==> config.mk <==
export PLATFORM = sky130hd
export DESIGN_NAME = rtc_tick_timer
export DESIGN_NICKNAME = d
export VERILOG_FILES = /design/src/rtl/rtc_tick_pkg.sv /design/src/rtl/rtc_tick_prescaler.sv /design/src/rtl/rtc_tick_regs.sv /design/src/rtl/rtc_tick_counter.sv /design/src/rtl/rtc_tick_timer.sv
export SDC_FILE = /design/constraint.sdc
export NUM_CORES = 1
export LEC_CHECK = 0
export BUFFER_PORTS_ARGS = -buffer_cell sky130_fd_sc_hd__buf_2
export CAP_MARGIN = 30
export CORE_UTILIZATION = 30
export DETAILED_ROUTE_END_ITERATION = 16
export PLACE_DENSITY = 0.6
export SYNTH_ARGS = -nofsm -noshare
export SYNTH_HDL_FRONTEND = slang
export SYNTH_SLANG_ARGS = --single-unit
==> constraint.sdc <==
create_clock -name clk_i -period 2.6 [get_ports clk_i]
set_input_delay 0.13 -clock clk_i [delete_from_list [all_inputs] [get_ports clk_i]]
set_output_delay 0.13 -clock clk_i [all_outputs]
set_load 0.005 [all_outputs]
==> src/rtl/rtc_tick_pkg.sv <==
package rtc_tick_pkg;

   typedef enum logic [1:0] {
      SLOT_CTRL   = 2'd0,
      SLOT_PERIOD = 2'd1,
      SLOT_PEND   = 2'd2,
      SLOT_SPARE  = 2'd3
   } slot_e;

   // control field positions (software visible)
   localparam int unsigned MEN_BIT  = 0;
   localparam int unsigned RATE_LSB = 4;
   localparam int unsigned TEN_BIT  = 8;

   // pending slot field position
   localparam int unsigned PEND_BIT = 0;

endpackage

==> src/rtl/rtc_tick_prescaler.sv <==
module rtc_tick_prescaler #(
   parameter int unsigned SEL_W = 4
) (
   input  logic             clk_i,
   input  logic             rst_ni,
   input  logic             ref_i,
   input  logic [SEL_W-1:0] sel_i,
   output logic             tick_o
);

   localparam int unsigned PRE_W = (1 << SEL_W) - 1;

   logic [PRE_W-1:0] pre_q;
   logic [PRE_W-1:0] mask;

   // bit b of the mask is set when the select asks for more than b stages
   for (genvar b = 0; b < PRE_W; b++) begin : g_mask
      assign mask[b] = (sel_i > SEL_W'(b));
   end

   always_ff @(posedge clk_i or negedge rst_ni) begin
      if (!rst_ni)    pre_q <= '0;
      else if (ref_i) pre_q <= pre_q + 1'b1;
   end

   assign tick_o = ref_i && ((pre_q & mask) == mask);

   // right after a tick, the selected low prescaler bits have wrapped to zero
   a_r1_tick_phase: assert property (@(posedge clk_i) disable iff (!rst_ni)
      tick_o |=> ((pre_q & $past(mask)) == '0));

endmodule

==> src/rtl/rtc_tick_regs.sv <==
module rtc_tick_regs
   import rtc_tick_pkg::*;
#(
   parameter int unsigned DATA_W    = 32,
   parameter int unsigned CNT_W     = 32,
   parameter int unsigned SEL_W     = 4,
   parameter int unsigned CNT_FLOOR = 2
) (
   input  logic              clk_i,
   input  logic              rst_ni,
   input  logic              wr_en_i,
   input  logic [1:0]        wr_addr_i,
   input  logic [DATA_W-1:0] wr_data_i,
   output logic              men_o,
   output logic              ten_o,
   output logic [SEL_W-1:0]  sel_o,
   output logic [CNT_W-1:0]  period_o,
   output logic              start_o,
   output logic              stop_o,
   output logic              clr_o
);

   logic              men_q, ten_q;
   logic [SEL_W-1:0]  sel_q;
   logic [CNT_W-1:0]  period_q;
   logic              wr_ctrl, wr_period, wr_pend;
   logic              d_men, d_ten, period_ok;

   assign wr_ctrl   = wr_en_i && (slot_e'(wr_addr_i) == SLOT_CTRL);
   assign wr_period = wr_en_i && (slot_e'(wr_addr_i) == SLOT_PERIOD);
   assign wr_pend   = wr_en_i && (slot_e'(wr_addr_i) == SLOT_PEND);

   assign d_men     = wr_data_i[MEN_BIT];
   assign d_ten     = wr_data_i[TEN_BIT];
   assign period_ok = (wr_data_i > DATA_W'(CNT_FLOOR));

   always_ff @(posedge clk_i or negedge rst_ni) begin
      if (!rst_ni) begin
         men_q <= 1'b0;
         ten_q <= 1'b0;
         sel_q <= '0;
      end else if (wr_ctrl) begin
         men_q <= d_men;
         ten_q <= d_ten;
         sel_q <= wr_data_i[RATE_LSB +: SEL_W];
      end
   end

   always_ff @(posedge clk_i or negedge rst_ni) begin
      if (!rst_ni)                     period_q <= '0;
      else if (wr_period && period_ok) period_q <= wr_data_i[CNT_W-1:0];
   end

   // start only on a rising timer enable under master enable with a period on hand
   assign start_o = wr_ctrl && d_men && d_ten && !ten_q && (period_q != '0);
   // stop on a falling master enable, or on a falling timer enable under master enable
   assign stop_o  = wr_ctrl && ((!d_men && men_q) || (d_men && !d_ten && ten_q));
   assign clr_o   = wr_pend && wr_data_i[PEND_BIT];

   assign men_o    = men_q;
   assign ten_o    = ten_q;
   assign sel_o    = sel_q;
   assign period_o = period_q;

   // a period write at or below the floor leaves the stored period untouched
   a_r2_floor_reject: assert property (@(posedge clk_i) disable iff (!rst_ni)
      (wr_en_i && wr_addr_i == 2'd1 && wr_data_i <= DATA_W'(CNT_FLOOR)) |=> $stable(period_q));

   // a period write above the floor is taken
   a_r2_floor_accept: assert property (@(posedge clk_i) disable iff (!rst_ni)
      (wr_en_i && wr_addr_i == 2'd1 && wr_data_i > DATA_W'(CNT_FLOOR))
         |=> (period_q == $past(wr_data_i[CNT_W-1:0])));

endmodule

==> src/rtl/rtc_tick_counter.sv <==
module rtc_tick_counter #(
   parameter int unsigned CNT_W = 32
) (
   input  logic             clk_i,
   input  logic             rst_ni,
   input  logic             tick_i,
   input  logic             start_i,
   input  logic             stop_i,
   input  logic             clr_i,
   input  logic [CNT_W-1:0] period_i,
   output logic [CNT_W-1:0] cnt_o,
   output logic             run_o,
   output logic             pend_o
);

   logic [CNT_W-1:0] cnt_q;
   logic             run_q, pend_q;
   logic             expire;

   assign expire = run_q && tick_i && !stop_i && !start_i && (cnt_q <= CNT_W'(1));

   always_ff @(posedge clk_i or negedge rst_ni) begin
      if (!rst_ni) begin
         cnt_q <= '0;
         run_q <= 1'b0;
      end else if (stop_i) begin
         run_q <= 1'b0;
      end else if (start_i) begin
         run_q <= 1'b1;
         cnt_q <= period_i;
      end else if (run_q && tick_i) begin
         if (cnt_q <= CNT_W'(1)) cnt_q <= period_i;
         else                    cnt_q <= cnt_q - 1'b1;
      end
   end

   // an expiry outranks a clear landing in the same cycle
   always_ff @(posedge clk_i or negedge rst_ni) begin
      if (!rst_ni)     pend_q <= 1'b0;
      else if (expire) pend_q <= 1'b1;
      else if (clr_i)  pend_q <= 1'b0;
   end

   assign cnt_o  = cnt_q;
   assign run_o  = run_q;
   assign pend_o = pend_q;

   // a start loads the period and runs
   a_r3_start_load: assert property (@(posedge clk_i) disable iff (!rst_ni)
      start_i |=> (run_q && cnt_q == $past(period_i)));

   // a stop halts the counter and freezes its value
   a_r5_stop_hold: assert property (@(posedge clk_i) disable iff (!rst_ni)
      stop_i |=> (!run_q && cnt_q == $past(cnt_q)));

   // running out reloads and flags
   a_r7_expire_reload: assert property (@(posedge clk_i) disable iff (!rst_ni)
      (run_q && tick_i && !stop_i && !start_i && cnt_q <= CNT_W'(1))
         |=> (pend_q && run_q && cnt_q == $past(period_i)));

   // a clear with no expiry drops the flag
   a_r8_clear: assert property (@(posedge clk_i) disable iff (!rst_ni)
      (clr_i && !(run_q && tick_i && !stop_i && cnt_q <= CNT_W'(1))) |=> !pend_q);

   // without a clear the flag stays set
   a_r8_sticky: assert property (@(posedge clk_i) disable iff (!rst_ni)
      (pend_q && !clr_i) |=> pend_q);

endmodule

==> src/rtl/rtc_tick_timer.sv <==
module rtc_tick_timer
   import rtc_tick_pkg::*;
#(
   parameter int unsigned DATA_W    = 32,
   parameter int unsigned CNT_W     = 32,
   parameter int unsigned SEL_W     = 4,
   parameter int unsigned CNT_FLOOR = 2
) (
   input  logic              clk_i,
   input  logic              rst_ni,
   input  logic              ref_pulse_i,
   input  logic              wr_en_i,
   input  logic [1:0]        wr_addr_i,
   input  logic [DATA_W-1:0] wr_data_i,
   output logic [CNT_W-1:0]  cur_count_o,
   output logic              tick_irq_o
);

   localparam int unsigned CTRL_MSB = (TEN_BIT > RATE_LSB + SEL_W - 1) ? TEN_BIT
                                                                       : RATE_LSB + SEL_W - 1;

   if (DATA_W <= CTRL_MSB) begin : g_bad_data_w
      $error("rtc_tick_timer: DATA_W too narrow for the control fields");
   end
   if (CNT_W > DATA_W) begin : g_bad_cnt_w
      $error("rtc_tick_timer: CNT_W must not exceed DATA_W");
   end
   if (CNT_W < 2 || (CNT_FLOOR + 1) >= (64'd1 << CNT_W)) begin : g_bad_floor
      $error("rtc_tick_timer: CNT_W cannot hold a period above CNT_FLOOR");
   end
   if (SEL_W < 1 || SEL_W > 5) begin : g_bad_sel_w
      $error("rtc_tick_timer: SEL_W must be 1 to 5");
   end

   logic             men, ten, tick, start, stop, clr, run, pend;
   logic [SEL_W-1:0] sel;
   logic [CNT_W-1:0] period, cnt;

   rtc_tick_prescaler #(.SEL_W(SEL_W)) u_pre (
      .clk_i  (clk_i),
      .rst_ni (rst_ni),
      .ref_i  (ref_pulse_i),
      .sel_i  (sel),
      .tick_o (tick)
   );

   rtc_tick_regs #(
      .DATA_W    (DATA_W),
      .CNT_W     (CNT_W),
      .SEL_W     (SEL_W),
      .CNT_FLOOR (CNT_FLOOR)
   ) u_regs (
      .clk_i     (clk_i),
      .rst_ni    (rst_ni),
      .wr_en_i   (wr_en_i),
      .wr_addr_i (wr_addr_i),
      .wr_data_i (wr_data_i),
      .men_o     (men),
      .ten_o     (ten),
      .sel_o     (sel),
      .period_o  (period),
      .start_o   (start),
      .stop_o    (stop),
      .clr_o     (clr)
   );

   rtc_tick_counter #(.CNT_W(CNT_W)) u_cnt (
      .clk_i    (clk_i),
      .rst_ni   (rst_ni),
      .tick_i   (tick),
      .start_i  (start),
      .stop_i   (stop),
      .clr_i    (clr),
      .period_i (period),
      .cnt_o    (cnt),
      .run_o    (run),
      .pend_o   (pend)
   );

   assign cur_count_o = cnt;
   assign tick_irq_o  = pend;

   // the counter never runs unless both enables are held in control
   a_r6_run_needs_enables: assert property (@(posedge clk_i) disable iff (!rst_ni)
      run |-> (men && ten));

   // a write to the spare slot leaves count and interrupt alone (no tick)
   a_r10_spare_slot: assert property (@(posedge clk_i) disable iff (!rst_ni)
      (wr_en_i && wr_addr_i == 2'd3 && !ref_pulse_i) |=> ($stable(cnt) && $stable(pend)));

endmodule

==> run_summary.xml <==
<?xml version="1.0" encoding="UTF-8"?>
<metrics>
  <group name="status">
    <metric name="run_status" unit="">complete, no violations</metric>
  </group>
  <group name="pwr">
    <metric name="clock_power_share" unit="">0.267</metric>
    <metric name="power.leakage" unit="uW">0.002479</metric>
    <metric name="switchingPower" unit="uW">1661</metric>
    <metric name="swShare" unit="">0.3473</metric>
    <metric name="vdd_drop_max" unit="uV">352.4</metric>
    <metric name="internal_power_of_the_cells" unit="uW">3120</metric>
    <metric name="power.combinational.fraction" unit="">0.311</metric>
    <metric name="power_density" unit="nW/um^2">848.8</metric>
    <metric name="power.sequential.fraction" unit="">0.423</metric>
  </group>
  <group name="grt">
    <metric name="via_count_of_the_first_global_routing_pass" unit="">3946</metric>
    <metric name="grt.total_usage" unit="">0.1681</metric>
    <metric name="grt_overflow_total" unit="">0</metric>
    <metric name="antenna_found_initial" unit="">0</metric>
    <metric name="grt_start_max_net_pins" unit="">49</metric>
    <metric name="grt_first_pass_wirelength" unit="um">20900</metric>
  </group>
  <group name="layout">
    <metric name="final_net_count" unit="">570</metric>
    <metric name="area_growth_syn_to_layout" unit="%">20.60</metric>
    <metric name="finalInstanceArea" unit="um^2">5633</metric>
    <metric name="multiInputGateArea" unit="um^2">2303</metric>
    <metric name="register_area" unit="um^2">2177</metric>
    <metric name="post_route_cells_drive_above_1_share" unit="">0.2983</metric>
    <metric name="finish.utilization" unit="">0.3705</metric>
    <metric name="layout.filler_cells" unit="">1537</metric>
    <metric name="antenna_cells" unit="">0</metric>
  </group>
  <group name="timing">
    <metric name="post-route-worst-setup-slack" unit="ps">159.2</metric>
    <metric name="timing_hold_violations_final" unit="">0</metric>
    <metric name="period_minus_slack" unit="ps">2441</metric>
    <metric name="unrepaired_setup_endpoints_after_global_routing" unit="">true</metric>
    <metric name="skew" unit="ps">7.875</metric>
    <metric name="final.period_utilization" unit="">0.9388</metric>
    <metric name="achievable-frequency" unit="MHz">409.7</metric>
    <metric name="finalSetupViolations" unit="">0</metric>
    <metric name="timing.slew.headroom" unit="">0.6055</metric>
    <metric name="worst_slew_pin_slew" unit="ps">585.5</metric>
    <metric name="slew_violations" unit="">0</metric>
  </group>
  <group name="placement">
    <metric name="postPlaceCellArea" unit="um^2">5325</metric>
    <metric name="io_buffers" unit="">70</metric>
    <metric name="worst_slack_after_detailed_placement" unit="ps">163.8</metric>
    <metric name="routability_congestion_estimate_from_global_placement" unit="">0.8413</metric>
    <metric name="dp.final_hpwl" unit="um">9606</metric>
  </group>
  <group name="yosys">
    <metric name="synth.largest_area_cell" unit="">sky130_fd_sc_hd__dfrtp_1</metric>
    <metric name="synth.distinct_cells" unit="">52</metric>
    <metric name="synth_nets" unit="">487</metric>
    <metric name="synth_area_leaders" unit="">sky130_fd_sc_hd__dfrtp_1 (47%), sky130_fd_sc_hd__mux2_2 (9.4%), sky130_fd_sc_hd__o2bb2ai_1 (5.6%), sky130_fd_sc_hd__mux2i_1 (4.9%), sky130_fd_sc_hd__nor4_1 (3.1%)</metric>
    <metric name="synth-seq-area-share" unit="">0.4661</metric>
    <metric name="number_of_enable_type_register_cells_in_the_synthesized_netlist" unit="">0</metric>
    <metric name="netlist.area_leader.share" unit="">0.4661</metric>
    <metric name="ys.warnings.count" unit="">0</metric>
    <metric name="post_synth_inst_count" unit="">446</metric>
    <metric name="synth_area" unit="um^2">4671</metric>
    <metric name="ys.flop_type" unit="">sky130_fd_sc_hd__dfrtp_1</metric>
    <metric name="synth-async-reset-ratio" unit="">1.000</metric>
    <metric name="yosys_register_bits" unit="">87</metric>
    <metric name="synth_area_per_cell" unit="um^2">10.47</metric>
  </group>
  <group name="critical_path">
    <metric name="critPathRequiredTime" unit="ps">2830</metric>
    <metric name="worst_path_largest_cell_delay" unit="ps">600</metric>
    <metric name="delay_heaviest_family_cp" unit="">simple AND/OR/NAND/NOR gates</metric>
    <metric name="path_class" unit="">flop to flop</metric>
    <metric name="critical_path.cell_chain" unit="">or4_1 -&gt; nor4_4 -&gt; and4b_1 -&gt; or2_2 -&gt; buf_12 -&gt; mux2i_1 -&gt; o2bb2ai_1</metric>
    <metric name="worstSetupStartpointType" unit="">flop</metric>
    <metric name="critPathMaxFanout" unit="">47</metric>
    <metric name="worstPathArrival" unit="ps">2670</metric>
    <metric name="timing.critical_path.to_type" unit="">flop</metric>
    <metric name="path_buf_inv" unit="">1</metric>
    <metric name="slowest_library_cell_on_the_worst_path" unit="">sky130_fd_sc_hd__or4_1</metric>
  </group>
  <group name="routing">
    <metric name="dr.pass1.iters" unit="">4</metric>
    <metric name="drc" unit="">0</metric>
    <metric name="route.vias.total" unit="">3919</metric>
    <metric name="drt_wl_total" unit="um">12750</metric>
    <metric name="vias_per_cell" unit="">5.436</metric>
    <metric name="drt_iter0_drc" unit="">215</metric>
    <metric name="detail-route-antenna-nets" unit="">0</metric>
    <metric name="wire_per_inst" unit="um">17.69</metric>
  </group>
  <group name="floorplan">
    <metric name="die_area" unit="um^2">16070</metric>
    <metric name="core_area" unit="um^2">15200</metric>
    <metric name="io_pins" unit="">71</metric>
    <metric name="die_h" unit="um">126.8</metric>
    <metric name="core.rowCount" unit="">45</metric>
    <metric name="die_x" unit="um">126.8</metric>
    <metric name="floorplan.initialDensity" unit="">0.3072</metric>
  </group>
  <group name="clocking">
    <metric name="cts-root-buf" unit="">sky130_fd_sc_hd__clkbuf_16</metric>
    <metric name="clk_latency" unit="ps">350</metric>
    <metric name="postCtsSetupRepairBufs" unit="">0</metric>
    <metric name="tritoncts" unit="">built</metric>
    <metric name="clock_path_buffers" unit="">2</metric>
    <metric name="path_clk_slew" unit="ps">60</metric>
    <metric name="cts-htree-levels" unit="">3</metric>
    <metric name="cts_sinks" unit="">87</metric>
    <metric name="cts_made_buffers" unit="">9</metric>
  </group>
  <group name="min_path">
    <metric name="hold_path_class" unit="">input port to flop</metric>
  </group>
  <group name="flow_run">
    <metric name="max-cap-violations" unit="">0</metric>
  </group>
</metrics>
## through the flow
| step | setup TNS [ps] | cells | hold WS (ps) | power [uW] |
|---|---|---|---|---|
| floorplan | 0 | 446 | -165.6 | 2937 |
| global placement | 0 | 705 | 135.3 | 3443 |
| detailed placement | 0 | 705 | 141.4 | 3496 |
| CTS | 0 | 721 | 24.88 | 4786 |
| global route | -2.950 | 721 | 29.40 | 5080 |
| finish | 0 | 721 | 30.79 | 4781 |
## cell families (layout without fill, tap and decap cells)
kind of cell / after synthesis / after routing / share of synthesized area
xor+xnor: 14 / 14 / 0.02625
compound gates: 94 / 94 / 0.1396
flops: 87 / 87 / 0.4661
buf+inv: 38 / 125 / 0.04581
mux: 62 / 62 / 0.1433
simple gates: 148 / 148 / 0.1709
fa+ha+maj: 3 / 3 / 0.008037
## power groups by stage
stage | Combinational [uW] | Sequential (uW) | Clock (uW)
final | 1490 | 2020 | 1270
after global routing | 1650 | 2080 | 1360
after CTS | 1470 | 2010 | 1300
after detailed placement | 1460 | 2030 | 0
after global placement | 1420 | 2020 | 0
after floorplan | 1000 | 1930 | 0
## final cells by class
cell class	count	area share
inverters	14	0.009329
clock buffers	10	0.04065
clock inverters	5	0.01066
repair buffers	96	0.1022
flip-flops and latches	87	0.3865
well taps	188	0.04176
multi-input cells	321	0.4089
## cells in the final DEF (no fill, tap or decap), types with 2 or more instances in the layout
| master | n |
|---|---|
| sky130_fd_sc_hd__a211oi_1 | 2 |
| sky130_fd_sc_hd__a21oi_1 | 9 |
| sky130_fd_sc_hd__and3_1 | 5 |
| sky130_fd_sc_hd__and3b_1 | 2 |
| sky130_fd_sc_hd__and4b_1 | 2 |
| sky130_fd_sc_hd__buf_12 | 2 |
| sky130_fd_sc_hd__buf_2 | 69 |
| sky130_fd_sc_hd__buf_4 | 24 |
| sky130_fd_sc_hd__clkbuf_16 | 9 |
| sky130_fd_sc_hd__clkinvlp_4 | 4 |
| sky130_fd_sc_hd__dfrtp_1 | 87 |
| sky130_fd_sc_hd__ha_1 | 3 |
| sky130_fd_sc_hd__inv_1 | 14 |
| sky130_fd_sc_hd__mux2_2 | 39 |
| sky130_fd_sc_hd__mux2i_1 | 23 |
| sky130_fd_sc_hd__nand2_1 | 22 |
| sky130_fd_sc_hd__nand2b_1 | 2 |
| sky130_fd_sc_hd__nand3_1 | 4 |
| sky130_fd_sc_hd__nand4_1 | 7 |
| sky130_fd_sc_hd__nor2_1 | 29 |
| sky130_fd_sc_hd__nor2b_1 | 5 |
| sky130_fd_sc_hd__nor3_1 | 27 |
| sky130_fd_sc_hd__nor4_1 | 23 |
| sky130_fd_sc_hd__o21a_1 | 2 |
| sky130_fd_sc_hd__o21ai_0 | 24 |
| sky130_fd_sc_hd__o21ai_1 | 11 |
| sky130_fd_sc_hd__o21ba_2 | 2 |
| sky130_fd_sc_hd__o2bb2ai_1 | 30 |
| sky130_fd_sc_hd__o31ai_1 | 2 |
| sky130_fd_sc_hd__or2_2 | 4 |
| sky130_fd_sc_hd__or3_1 | 5 |
| sky130_fd_sc_hd__or4_1 | 5 |
| sky130_fd_sc_hd__xnor2_1 | 13 |
## registers in the layout (all words and copies together), names as in the netlist
register / cells
u_cnt.cnt_o: 32
u_cnt.pend_o: 1
u_cnt.run_o: 1
u_pre.pre_q: 15
u_regs.men_o: 1
u_regs.period_o: 32
u_regs.sel_o: 4
u_regs.ten_o: 1
## synthesized netlist by cell type, drive strengths merged, types with 5 or more instances
| master | n |
|---|---|
| inv | 14 |
| mux2 | 39 |
| o2bb2ai | 30 |
| dfrtp | 87 |
| nor2b | 5 |
| nand2 | 22 |
| or3 | 5 |
| o21ai | 35 |
| nor3 | 27 |
| buf | 9 |
| clkbuf | 15 |
| nor4 | 24 |
| mux2i | 23 |
| or4 | 5 |
| and3 | 5 |
| xnor2 | 13 |
| nor2 | 29 |
| a21oi | 9 |
| nand4 | 7 |
## routing by layer
layer,part of all wire,vias to the layer above,global-route usage
met3,0.056,16,0.03880
met1,0.45,1971,0.2204
li1,-,1845,-
met5,0,-,0
met4,0.016,0,0.05322
met2,0.48,87,0.2749
## final timing paths
path / startpoint / to / slack, ps / depth (start not counted)
worst min register to register: u_pre.pre_q[7] / u_pre.pre_q[7] / 460 / 1
worst max register to register: u_cnt.cnt_o[15] / u_cnt.cnt_o[8] / 160 / 7
max in group asynchronous: rst_ni / u_cnt.cnt_o[18] / 1660 / 3
min in group asynchronous: rst_ni / u_pre.pre_q[6] / 300 / 2
worst max-delay path: u_cnt.cnt_o[15] / u_cnt.cnt_o[8] / 160 / 7
worst min-delay path: wr_data_i[26] / u_regs.period_o[26] / 30 / 2
## worst register-to-register path, stage by stage, from the launching register on
cell	delay [ps]
sky130_fd_sc_hd__dfrtp_1	410
sky130_fd_sc_hd__or4_1	600
sky130_fd_sc_hd__nor4_4	320
sky130_fd_sc_hd__and4b_1	250
sky130_fd_sc_hd__or2_2	150
sky130_fd_sc_hd__buf_12	240
sky130_fd_sc_hd__mux2i_1	260
sky130_fd_sc_hd__o2bb2ai_1	100
## repair_timing
item / CTS / global route
resized for setup: 0 / 1
hold buffers: 1 / 0
endpoints found under the setup margin: 0 / 7
endpoints found under the hold margin: 39 / 0
(Power assumes the default switching activity.)
